$ cat src/rtl/xlat_pkg.sv
package xlat_pkg;
  localparam int unsigned VA_W   = 32;
  localparam int unsigned OFF_W  = 12;
  localparam int unsigned VPN_W  = VA_W - OFF_W;
  localparam int unsigned PFN_W  = 20;
  localparam int unsigned WAYS   = 4;
  localparam int unsigned WAY_W  = 2;
  localparam int unsigned TREE_W = WAYS - 1;
  localparam logic [1:0]  CPL_USER = 2'd3;

  // tree bit 0 picks the pair (1 = upper pair), bit 1 the lower pair, bit 2 the upper pair
  function automatic logic [WAY_W-1:0] plru_victim(input logic [TREE_W-1:0] t);
    if (t[0]) return t[2] ? 2'd3 : 2'd2;
    else      return t[1] ? 2'd1 : 2'd0;
  endfunction

  function automatic logic [TREE_W-1:0] plru_touch(input logic [TREE_W-1:0] t,
                                                    input logic [WAY_W-1:0] w);
    logic [TREE_W-1:0] n;
    n = t;
    case (w)
      2'd0: begin n[0] = 1'b1; n[1] = 1'b1; end
      2'd1: begin n[0] = 1'b1; n[1] = 1'b0; end
      2'd2: begin n[0] = 1'b0; n[2] = 1'b1; end
      default: begin n[0] = 1'b0; n[2] = 1'b0; end
    endcase
    return n;
  endfunction

  function automatic logic [WAY_W-1:0] first_free(input logic [WAYS-1:0] busy);
    logic [WAY_W-1:0] r;
    r = '0;
    for (int i = WAYS - 1; i >= 0; i--)
      if (!busy[i]) r = WAY_W'(i);
    return r;
  endfunction

  function automatic logic [WAY_W-1:0] oh_index(input logic [WAYS-1:0] oh);
    logic [WAY_W-1:0] r;
    r = '0;
    for (int i = 0; i < WAYS; i++)
      if (oh[i]) r = WAY_W'(i);
    return r;
  endfunction

  function automatic logic prot_violation(input logic us, input logic rw,
                                          input logic wr, input logic [1:0] cpl);
    return (wr && !rw) || ((cpl == CPL_USER) && !us);
  endfunction
endpackage

$ cat src/rtl/xlat_way_bank.sv
module xlat_way_bank #(
  parameter int unsigned SETS  = 8,
  parameter int unsigned IDX_W = 3,
  parameter int unsigned TAG_W = 17,
  parameter int unsigned PFN_W = 20
) (
  input  logic             clk,
  input  logic             rst_n,
  input  logic             flush,
  input  logic [IDX_W-1:0] lk_idx,
  input  logic [TAG_W-1:0] lk_tag,
  output logic             lk_match,
  output logic [PFN_W-1:0] lk_pfn,
  output logic             lk_us,
  output logic             lk_rw,
  output logic             lk_dirty,
  output logic             lk_acc,
  input  logic [IDX_W-1:0] fl_idx,
  input  logic [TAG_W-1:0] fl_tag,
  output logic             fl_match,
  output logic             fl_busy,
  input  logic             wr_en,
  input  logic [PFN_W-1:0] wr_pfn,
  input  logic             wr_us,
  input  logic             wr_rw,
  input  logic             wr_dirty,
  input  logic             wr_acc,
  input  logic             inv_en,
  input  logic [IDX_W-1:0] inv_idx,
  input  logic [TAG_W-1:0] inv_tag,
  output logic [SETS-1:0]  vld_o
);
  logic [SETS-1:0]  vld_q;
  logic [TAG_W-1:0] tag_q [SETS];
  logic [PFN_W-1:0] pfn_q [SETS];
  logic [SETS-1:0]  us_q, rw_q, d_q, a_q;
  logic             inv_hit;

  assign lk_match = vld_q[lk_idx] && (tag_q[lk_idx] == lk_tag);
  assign lk_pfn   = pfn_q[lk_idx];
  assign lk_us    = us_q[lk_idx];
  assign lk_rw    = rw_q[lk_idx];
  assign lk_dirty = d_q[lk_idx];
  assign lk_acc   = a_q[lk_idx];

  assign fl_busy  = vld_q[fl_idx];
  assign fl_match = vld_q[fl_idx] && (tag_q[fl_idx] == fl_tag);
  assign inv_hit  = inv_en && vld_q[inv_idx] && (tag_q[inv_idx] == inv_tag);
  assign vld_o    = vld_q;

  // flush beats everything; a fill beats an invalidate of the same slot
  always_ff @(posedge clk or negedge rst_n) begin
    if (!rst_n) begin
      vld_q <= '0;
    end else if (flush) begin
      vld_q <= '0;
    end else begin
      if (inv_hit) vld_q[inv_idx] <= 1'b0;
      if (wr_en)   vld_q[fl_idx]  <= 1'b1;
    end
  end

  always_ff @(posedge clk) begin
    if (wr_en) begin
      tag_q[fl_idx] <= fl_tag;
      pfn_q[fl_idx] <= wr_pfn;
      us_q[fl_idx]  <= wr_us;
      rw_q[fl_idx]  <= wr_rw;
      d_q[fl_idx]   <= wr_dirty;
      a_q[fl_idx]   <= wr_acc;
    end
  end
endmodule

$ cat src/rtl/xlat_plru.sv
module xlat_plru
  import xlat_pkg::*;
#(
  parameter int unsigned SETS  = 8,
  parameter int unsigned IDX_W = 3
) (
  input  logic             clk,
  input  logic             rst_n,
  input  logic             flush,
  input  logic             lk_touch,
  input  logic [IDX_W-1:0] lk_idx,
  input  logic [WAY_W-1:0] lk_way,
  input  logic             fl_touch,
  input  logic [IDX_W-1:0] fl_idx,
  input  logic [WAY_W-1:0] fl_way,
  output logic [WAY_W-1:0] victim
);
  logic [TREE_W-1:0] tree_q [SETS];
  logic [TREE_W-1:0] tree_d [SETS];

  assign victim = plru_victim(tree_q[fl_idx]);

  // a lookup touch is applied first, a fill in the same set then overrides it
  always_comb begin
    tree_d = tree_q;
    if (lk_touch) tree_d[lk_idx] = plru_touch(tree_d[lk_idx], lk_way);
    if (fl_touch) tree_d[fl_idx] = plru_touch(tree_d[fl_idx], fl_way);
  end

  always_ff @(posedge clk or negedge rst_n) begin
    if (!rst_n) begin
      for (int s = 0; s < SETS; s++) tree_q[s] <= '0;
    end else if (flush) begin
      for (int s = 0; s < SETS; s++) tree_q[s] <= '0;
    end else begin
      tree_q <= tree_d;
    end
  end
endmodule

$ cat src/rtl/xlat_prot.sv
module xlat_prot
  import xlat_pkg::*;
(
  input  logic       match,
  input  logic       us,
  input  logic       rw,
  input  logic       dirty,
  input  logic       wr,
  input  logic [1:0] cpl,
  output logic       wr_viol,
  output logic       usr_viol,
  output logic       fault,
  output logic       dirty_miss,
  output logic       hit
);
  assign wr_viol    = match && wr && !rw;
  assign usr_viol   = match && (cpl == CPL_USER) && !us;
  assign fault      = match && prot_violation(us, rw, wr, cpl);
  assign dirty_miss = match && !fault && wr && !dirty;
  assign hit        = match && !fault && !dirty_miss;
endmodule

$ cat src/rtl/xlat_cache.sv
module xlat_cache
  import xlat_pkg::*;
#(
  parameter int unsigned SETS = 8
) (
  input  logic             clk,
  input  logic             rst_n,
  input  logic             lk_req,
  input  logic [VA_W-1:0]  lk_va,
  input  logic             lk_wr,
  input  logic [1:0]       lk_cpl,
  output logic             lk_vld,
  output logic             lk_hit,
  output logic             lk_fault,
  output logic [VA_W-1:0]  lk_pa,
  output logic             lk_acc,
  input  logic             fl_req,
  input  logic [VPN_W-1:0] fl_vpn,
  input  logic [PFN_W-1:0] fl_pfn,
  input  logic             fl_us,
  input  logic             fl_rw,
  input  logic             fl_dirty,
  input  logic             fl_acc,
  input  logic             flush_all,
  input  logic             inv_req,
  input  logic [VPN_W-1:0] inv_vpn
);
  localparam int unsigned IDX_W = $clog2(SETS);
  localparam int unsigned TAG_W = VPN_W - IDX_W;

  logic [IDX_W-1:0] lk_idx, fl_idx, inv_idx;
  logic [TAG_W-1:0] lk_tag, fl_tag, inv_tag;

  assign lk_idx  = lk_va[OFF_W +: IDX_W];
  assign lk_tag  = lk_va[VA_W-1 : OFF_W+IDX_W];
  assign fl_idx  = fl_vpn[IDX_W-1:0];
  assign fl_tag  = fl_vpn[VPN_W-1:IDX_W];
  assign inv_idx = inv_vpn[IDX_W-1:0];
  assign inv_tag = inv_vpn[VPN_W-1:IDX_W];

  logic [WAYS-1:0]      match_vec, fl_match_vec, fl_busy_vec, wr_en_vec;
  logic [WAYS-1:0]      us_vec, rw_vec, d_vec, a_vec;
  logic [PFN_W-1:0]     pfn_arr [WAYS];
  logic [WAYS*SETS-1:0] vld_flat;
  logic [WAY_W-1:0]     fill_way, victim, hit_way;

  for (genvar w = 0; w < WAYS; w++) begin : g_way
    assign wr_en_vec[w] = fl_req && !flush_all && (fill_way == WAY_W'(w));
    xlat_way_bank #(.SETS(SETS), .IDX_W(IDX_W), .TAG_W(TAG_W), .PFN_W(PFN_W)) u_bank (
      .clk(clk), .rst_n(rst_n), .flush(flush_all),
      .lk_idx(lk_idx), .lk_tag(lk_tag), .lk_match(match_vec[w]),
      .lk_pfn(pfn_arr[w]), .lk_us(us_vec[w]), .lk_rw(rw_vec[w]),
      .lk_dirty(d_vec[w]), .lk_acc(a_vec[w]),
      .fl_idx(fl_idx), .fl_tag(fl_tag),
      .fl_match(fl_match_vec[w]), .fl_busy(fl_busy_vec[w]),
      .wr_en(wr_en_vec[w]), .wr_pfn(fl_pfn), .wr_us(fl_us), .wr_rw(fl_rw),
      .wr_dirty(fl_dirty), .wr_acc(fl_acc),
      .inv_en(inv_req), .inv_idx(inv_idx), .inv_tag(inv_tag),
      .vld_o(vld_flat[w*SETS +: SETS])
    );
  end

  // selected entry of the lookup set (at most one way matches)
  logic [PFN_W-1:0] sel_pfn;
  logic             sel_us, sel_rw, sel_d, sel_a;
  always_comb begin
    sel_pfn = '0;
    sel_us  = 1'b0;
    sel_rw  = 1'b0;
    sel_d   = 1'b0;
    sel_a   = 1'b0;
    for (int w = 0; w < WAYS; w++) begin
      if (match_vec[w]) begin
        sel_pfn = sel_pfn | pfn_arr[w];
        sel_us  = sel_us | us_vec[w];
        sel_rw  = sel_rw | rw_vec[w];
        sel_d   = sel_d  | d_vec[w];
        sel_a   = sel_a  | a_vec[w];
      end
    end
  end

  logic any_match, wr_viol, usr_viol, fault_c, dirty_miss, hit_c;
  assign any_match = |match_vec;
  assign hit_way   = oh_index(match_vec);

  xlat_prot u_prot (
    .match(any_match), .us(sel_us), .rw(sel_rw), .dirty(sel_d),
    .wr(lk_wr), .cpl(lk_cpl),
    .wr_viol(wr_viol), .usr_viol(usr_viol), .fault(fault_c),
    .dirty_miss(dirty_miss), .hit(hit_c)
  );

  // way for a fill: existing copy, else lowest free way, else tree victim
  always_comb begin
    if (|fl_match_vec)      fill_way = oh_index(fl_match_vec);
    else if (&fl_busy_vec)  fill_way = victim;
    else                    fill_way = first_free(fl_busy_vec);
  end

  xlat_plru #(.SETS(SETS), .IDX_W(IDX_W)) u_plru (
    .clk(clk), .rst_n(rst_n), .flush(flush_all),
    .lk_touch(lk_req && hit_c), .lk_idx(lk_idx), .lk_way(hit_way),
    .fl_touch(fl_req && !flush_all), .fl_idx(fl_idx), .fl_way(fill_way),
    .victim(victim)
  );

  always_ff @(posedge clk or negedge rst_n) begin
    if (!rst_n) begin
      lk_vld   <= 1'b0;
      lk_hit   <= 1'b0;
      lk_fault <= 1'b0;
      lk_pa    <= '0;
      lk_acc   <= 1'b0;
    end else begin
      lk_vld   <= lk_req;
      lk_hit   <= lk_req && hit_c;
      lk_fault <= lk_req && fault_c;
      lk_pa    <= (lk_req && hit_c) ? {sel_pfn, lk_va[OFF_W-1:0]} : '0;
      lk_acc   <= lk_req && hit_c && sel_a;
    end
  end
endmodule

$ cat config.mk
export PLATFORM = sky130hd
export DESIGN_NAME = xlat_cache
export DESIGN_NICKNAME = d
export VERILOG_FILES = /design/src/rtl/xlat_pkg.sv /design/src/rtl/xlat_way_bank.sv /design/src/rtl/xlat_plru.sv /design/src/rtl/xlat_prot.sv /design/src/rtl/xlat_cache.sv
export SDC_FILE = /design/constraint.sdc
export NUM_CORES = 2
export LEC_CHECK = 0
export ABC_CLOCK_PERIOD_IN_PS = 8700
export BUFFER_PORTS_ARGS = -buffer_cell sky130_fd_sc_hd__buf_4
export CAP_MARGIN = 20
export CORE_ASPECT_RATIO = 2
export CORE_UTILIZATION = 45
export CTS_BUF_LIST = sky130_fd_sc_hd__clkbuf_4
export DETAILED_ROUTE_END_ITERATION = 6
export GPL_TIMING_DRIVEN = 0
export PLACE_DENSITY_LB_ADDON = 0.15
export SETUP_SLACK_MARGIN = 0.02
export SYNTH_ARGS = -nofsm -noshare
export SYNTH_HDL_FRONTEND = slang
export SYNTH_HIERARCHICAL = 1
export SYNTH_SLANG_ARGS = --single-unit
$ cat constraint.sdc
create_clock -name clk -period 8.7 [get_ports clk]
set_clock_uncertainty 0.1 [all_clocks]
set_input_delay 0.87 -clock clk [delete_from_list [all_inputs] [get_ports clk]]
set_output_delay 0.87 -clock clk [all_outputs]
set_load 0.01 [all_outputs]
==> key figures <==
Floorplanning
  – Starting Density: 45.5%
  – Total core area: 146000 sq um
  – Chip Width: 273 microns
  – Die Ht: 544 microns
  – I/O Pins: 141
  – Die footprint: 149000 sq um
  – Num rows: 198

Timing
  – Hold Fails Final Rpt: 0
  – Max_slew headroom: 22.3%
  – Final setup vio count: 3
  – FMAX: 113 MHz
  – Post-route clock period utilization: 102%
  – Unrepaired setup endpoints after global routing: no
  – Setup WS post-layout: -176 ps
  – Slew @ Worst Pin: 1160 ps
  – Slew Limit Fails: 0
  – Final hold slack: 67.7 ps
  – Crit path time final: 8880 ps

Setup path
  – Critical-path maximum fanout: 17
  – FF-to-FF setup slack: 20 ps
  – Critical path endpoint category: flop
  – Arr. time, crit path: 9790 ps
  – Worst Path Required: 9610 ps
  – Setup crit start kind: input pin
  – Crit path kind: in2reg

Pwr
  – Leak: 25.5 nW
  – Max VDD drop: 0.0897 mV
  – Comb power frac: 9.2%
  – Switch share: 24.8%
  – Clock power frac: 38.0%
  – Sequential fraction of design power: 52.8%
  – Switching power: 0.00348 W
  – Internal: 0.0105 W
  – Pwr/cell area: 185 nW/um^2

Route
  – Wirelength per Cell: 37.2 microns
  – Residual DRC: 0
  – Number of nets still failing antenna checks after routing: 0
  – Starting DRT DRC Count: 3651
  – Avg Vias per Cell: 6.35
  – Drt total wl: 233000 microns
  – Drt first pass iters: 5
  – Via count: 39.8k

Clocking
  – H-tree Lvls: 5
  – Clk_lat worst skew: 1200 ps
  – Clock buffer depth: 4
  – CTS buffer count: 320
  – Clock-pin slew on the worst setup and hold paths: 80 ps
  – Clock sinks: 1404
  – CTS tree: built
  – Setup bufs post-CTS: 0
  – Root buffer cell: clkbuf_4

Run status
  – Failing checks: setup timing
  – Status: complete, but fails checks

Placed design
  – Placed Instance Area: 71500 sq um
  – Routability-driven placement congestion ratio: 0.959
  – Post-DP HPWL: 167000 microns
  – IO Port Bufs: 136

Yosys
  – Post-synthesis net count: 3626
  – Synth Instances: 3521
  – Yosys warning total: 6
  – Avg Inst Size Synth: 18.8 sq um
  – Synthesized cell area: 66200 sq um

Layout
  – Multi-input logic area: 23400 sq um
  – Post-layout util: 52.1%
  – Storage cell area: 41700 sq um
  – Share of layout cells above drive strength 1: 37.7%
  – Layout filler cell count: 12.0k
  – Design area: 75900 sq um
  – Nets@finish: 4219
  – P&R area growth vs syn: 14.7%

Run
  – Max-cap violations: 0

Worst hold path
  – Worst hold path type: in2reg

Global routing
  – First-pass GRT wire length: 322000 microns
  – Total gr overflow: 0
  – GRT Overall Usage: 31.7%
  – Vias in the first global route: 42.4k
  – Antenna violations before repair: 9
  – Pin count of the biggest net entering global routing: 61
power by group through the flow:
stage          Combinational, W  Sequential [W]  Clock (W)
6_report                0.00129         0.00741    0.00533
5_1_grt                 0.00133         0.00741    0.00575
4_1_cts                 0.00128         0.00741    0.00544
3_5_place_dp            0.00127         0.00756          0
3_3_place_gp            0.00124         0.00756          0
2_1_floorplan          0.000714         0.00756          0
placed cells by master (no fill, tap or decap), types with 21 or more instances in the layout:
master	count
nand2b_1	28
nand3_1	23
edfxtp_1	1312
buf_4	153
a21oi_1	38
and3_1	23
nand4_1	23
nor2_1	82
dfrtp_1	92
clkbuf_1	61
buf_6	62
nor2b_1	25
clkinv_1	60
mux2_1	25
buf_2	88
buf_12	38
inv_1	27
nand2_1	50
a211oi_1	36
a22oi_1	69
mux4_2	559
mux2i_1	266
buf_1	27
xnor2_1	101
mux2_2	125
nor2_4	24
xor2_1	87
clkbuf_4	460
dlygate4sd3_1	28
nor4_1	21
metrics by stage:
stage                     TNS (ps)  instances  power, W  setup WS [ps]
after floorplan                  0       3521   0.00827           1240
after global placement    -4091830       5557   0.00880          -6000
after detailed placement    -15660       5658   0.00882          -1440
after CTS                        0       6245    0.0141           38.2
after global routing             0       6259    0.0145           22.6
final                         -435       6261    0.0140           -176
layout make-up:
class                   instances  area share (%)
multi-input cells            1861            30.8
repair buffers                271            3.96
flip-flops and latches       1404            54.9
plain buffers                 226            1.66
clock buffers                 460            4.55
clock inverters                99           0.791
well taps                    1900            3.13
diodes                         10          0.0330
inverters                      30           0.148
worst max-delay path, cell delays in order:
cell	delay, ps
buf_4	330
clkbuf_2	440
clkbuf_1	670
mux4_2	420
mux2i_1	550
xor2_1	190
nand4_1	100
nor3_1	440
buf_2	390
buf_2	380
a22oi_1	310
nand2_1	250
and3b_2	280
and4bb_2	440
nand2_1	360
clkbuf_1	410
inv_1	330
buf_6	210
and4bb_2	270
buf_2	180
mux2i_1	530
o32ai_1	200
or3_1	480
a311oi_2	510
o21ai_0	170
worst paths after layout:
check | endpoint | cells past startpoint | start
worst max-delay path | u_plru/tree_q[22] | 25 | lk_va[13]
min in group asynchronous | g_way[0].u_bank/vld_o[0] | 2 | rst_n
worst min register to register | g_way[1].u_bank/vld_o[5] | 2 | g_way[1].u_bank/vld_o[5]
worst min-delay path | g_way[1].u_bank/pfn_q[1][3] | 1 | fl_pfn[3]
worst max register to register | u_plru/tree_q[22] | 23 | g_way[3].u_bank/tag_q[4][7]
max in group asynchronous | lk_pa[21] | 3 | rst_n
registers in the layout, summed over array words and instances, names as in the netlist:
signal / count
g_way.u_bank/us_q: 32
g_way.u_bank/pfn_q: 640
g_way.u_bank/vld_o: 32
u_plru/tree_q: 24
lk_pa: 32
g_way.u_bank/a_q: 32
g_way.u_bank/tag_q: 544
g_way.u_bank/rw_q: 32
g_way.u_bank/d_q: 32
lk_acc: 1
lk_hit: 1
lk_fault: 1
lk_vld: 1
timing repair:
item	4_1_cts	5_1_grt
hold buffers	28	0
gates resized for setup	7	14
setup endpoints to repair	3	3
endpoints found under the hold margin	181	0
layer usage:
layer | vias to the layer above | part of all wire (%) | GRT usage, %
li1 | 16200 | - | -
met1 | 20700 | 31 | 31.3
met2 | 2059 | 53 | 56.2
met3 | 802 | 6.1 | 5.68
met4 | 4 | 10 | 28.6
met5 | - | 0.0069 | 0
Note: power is estimated with default switching activity, not from simulation.
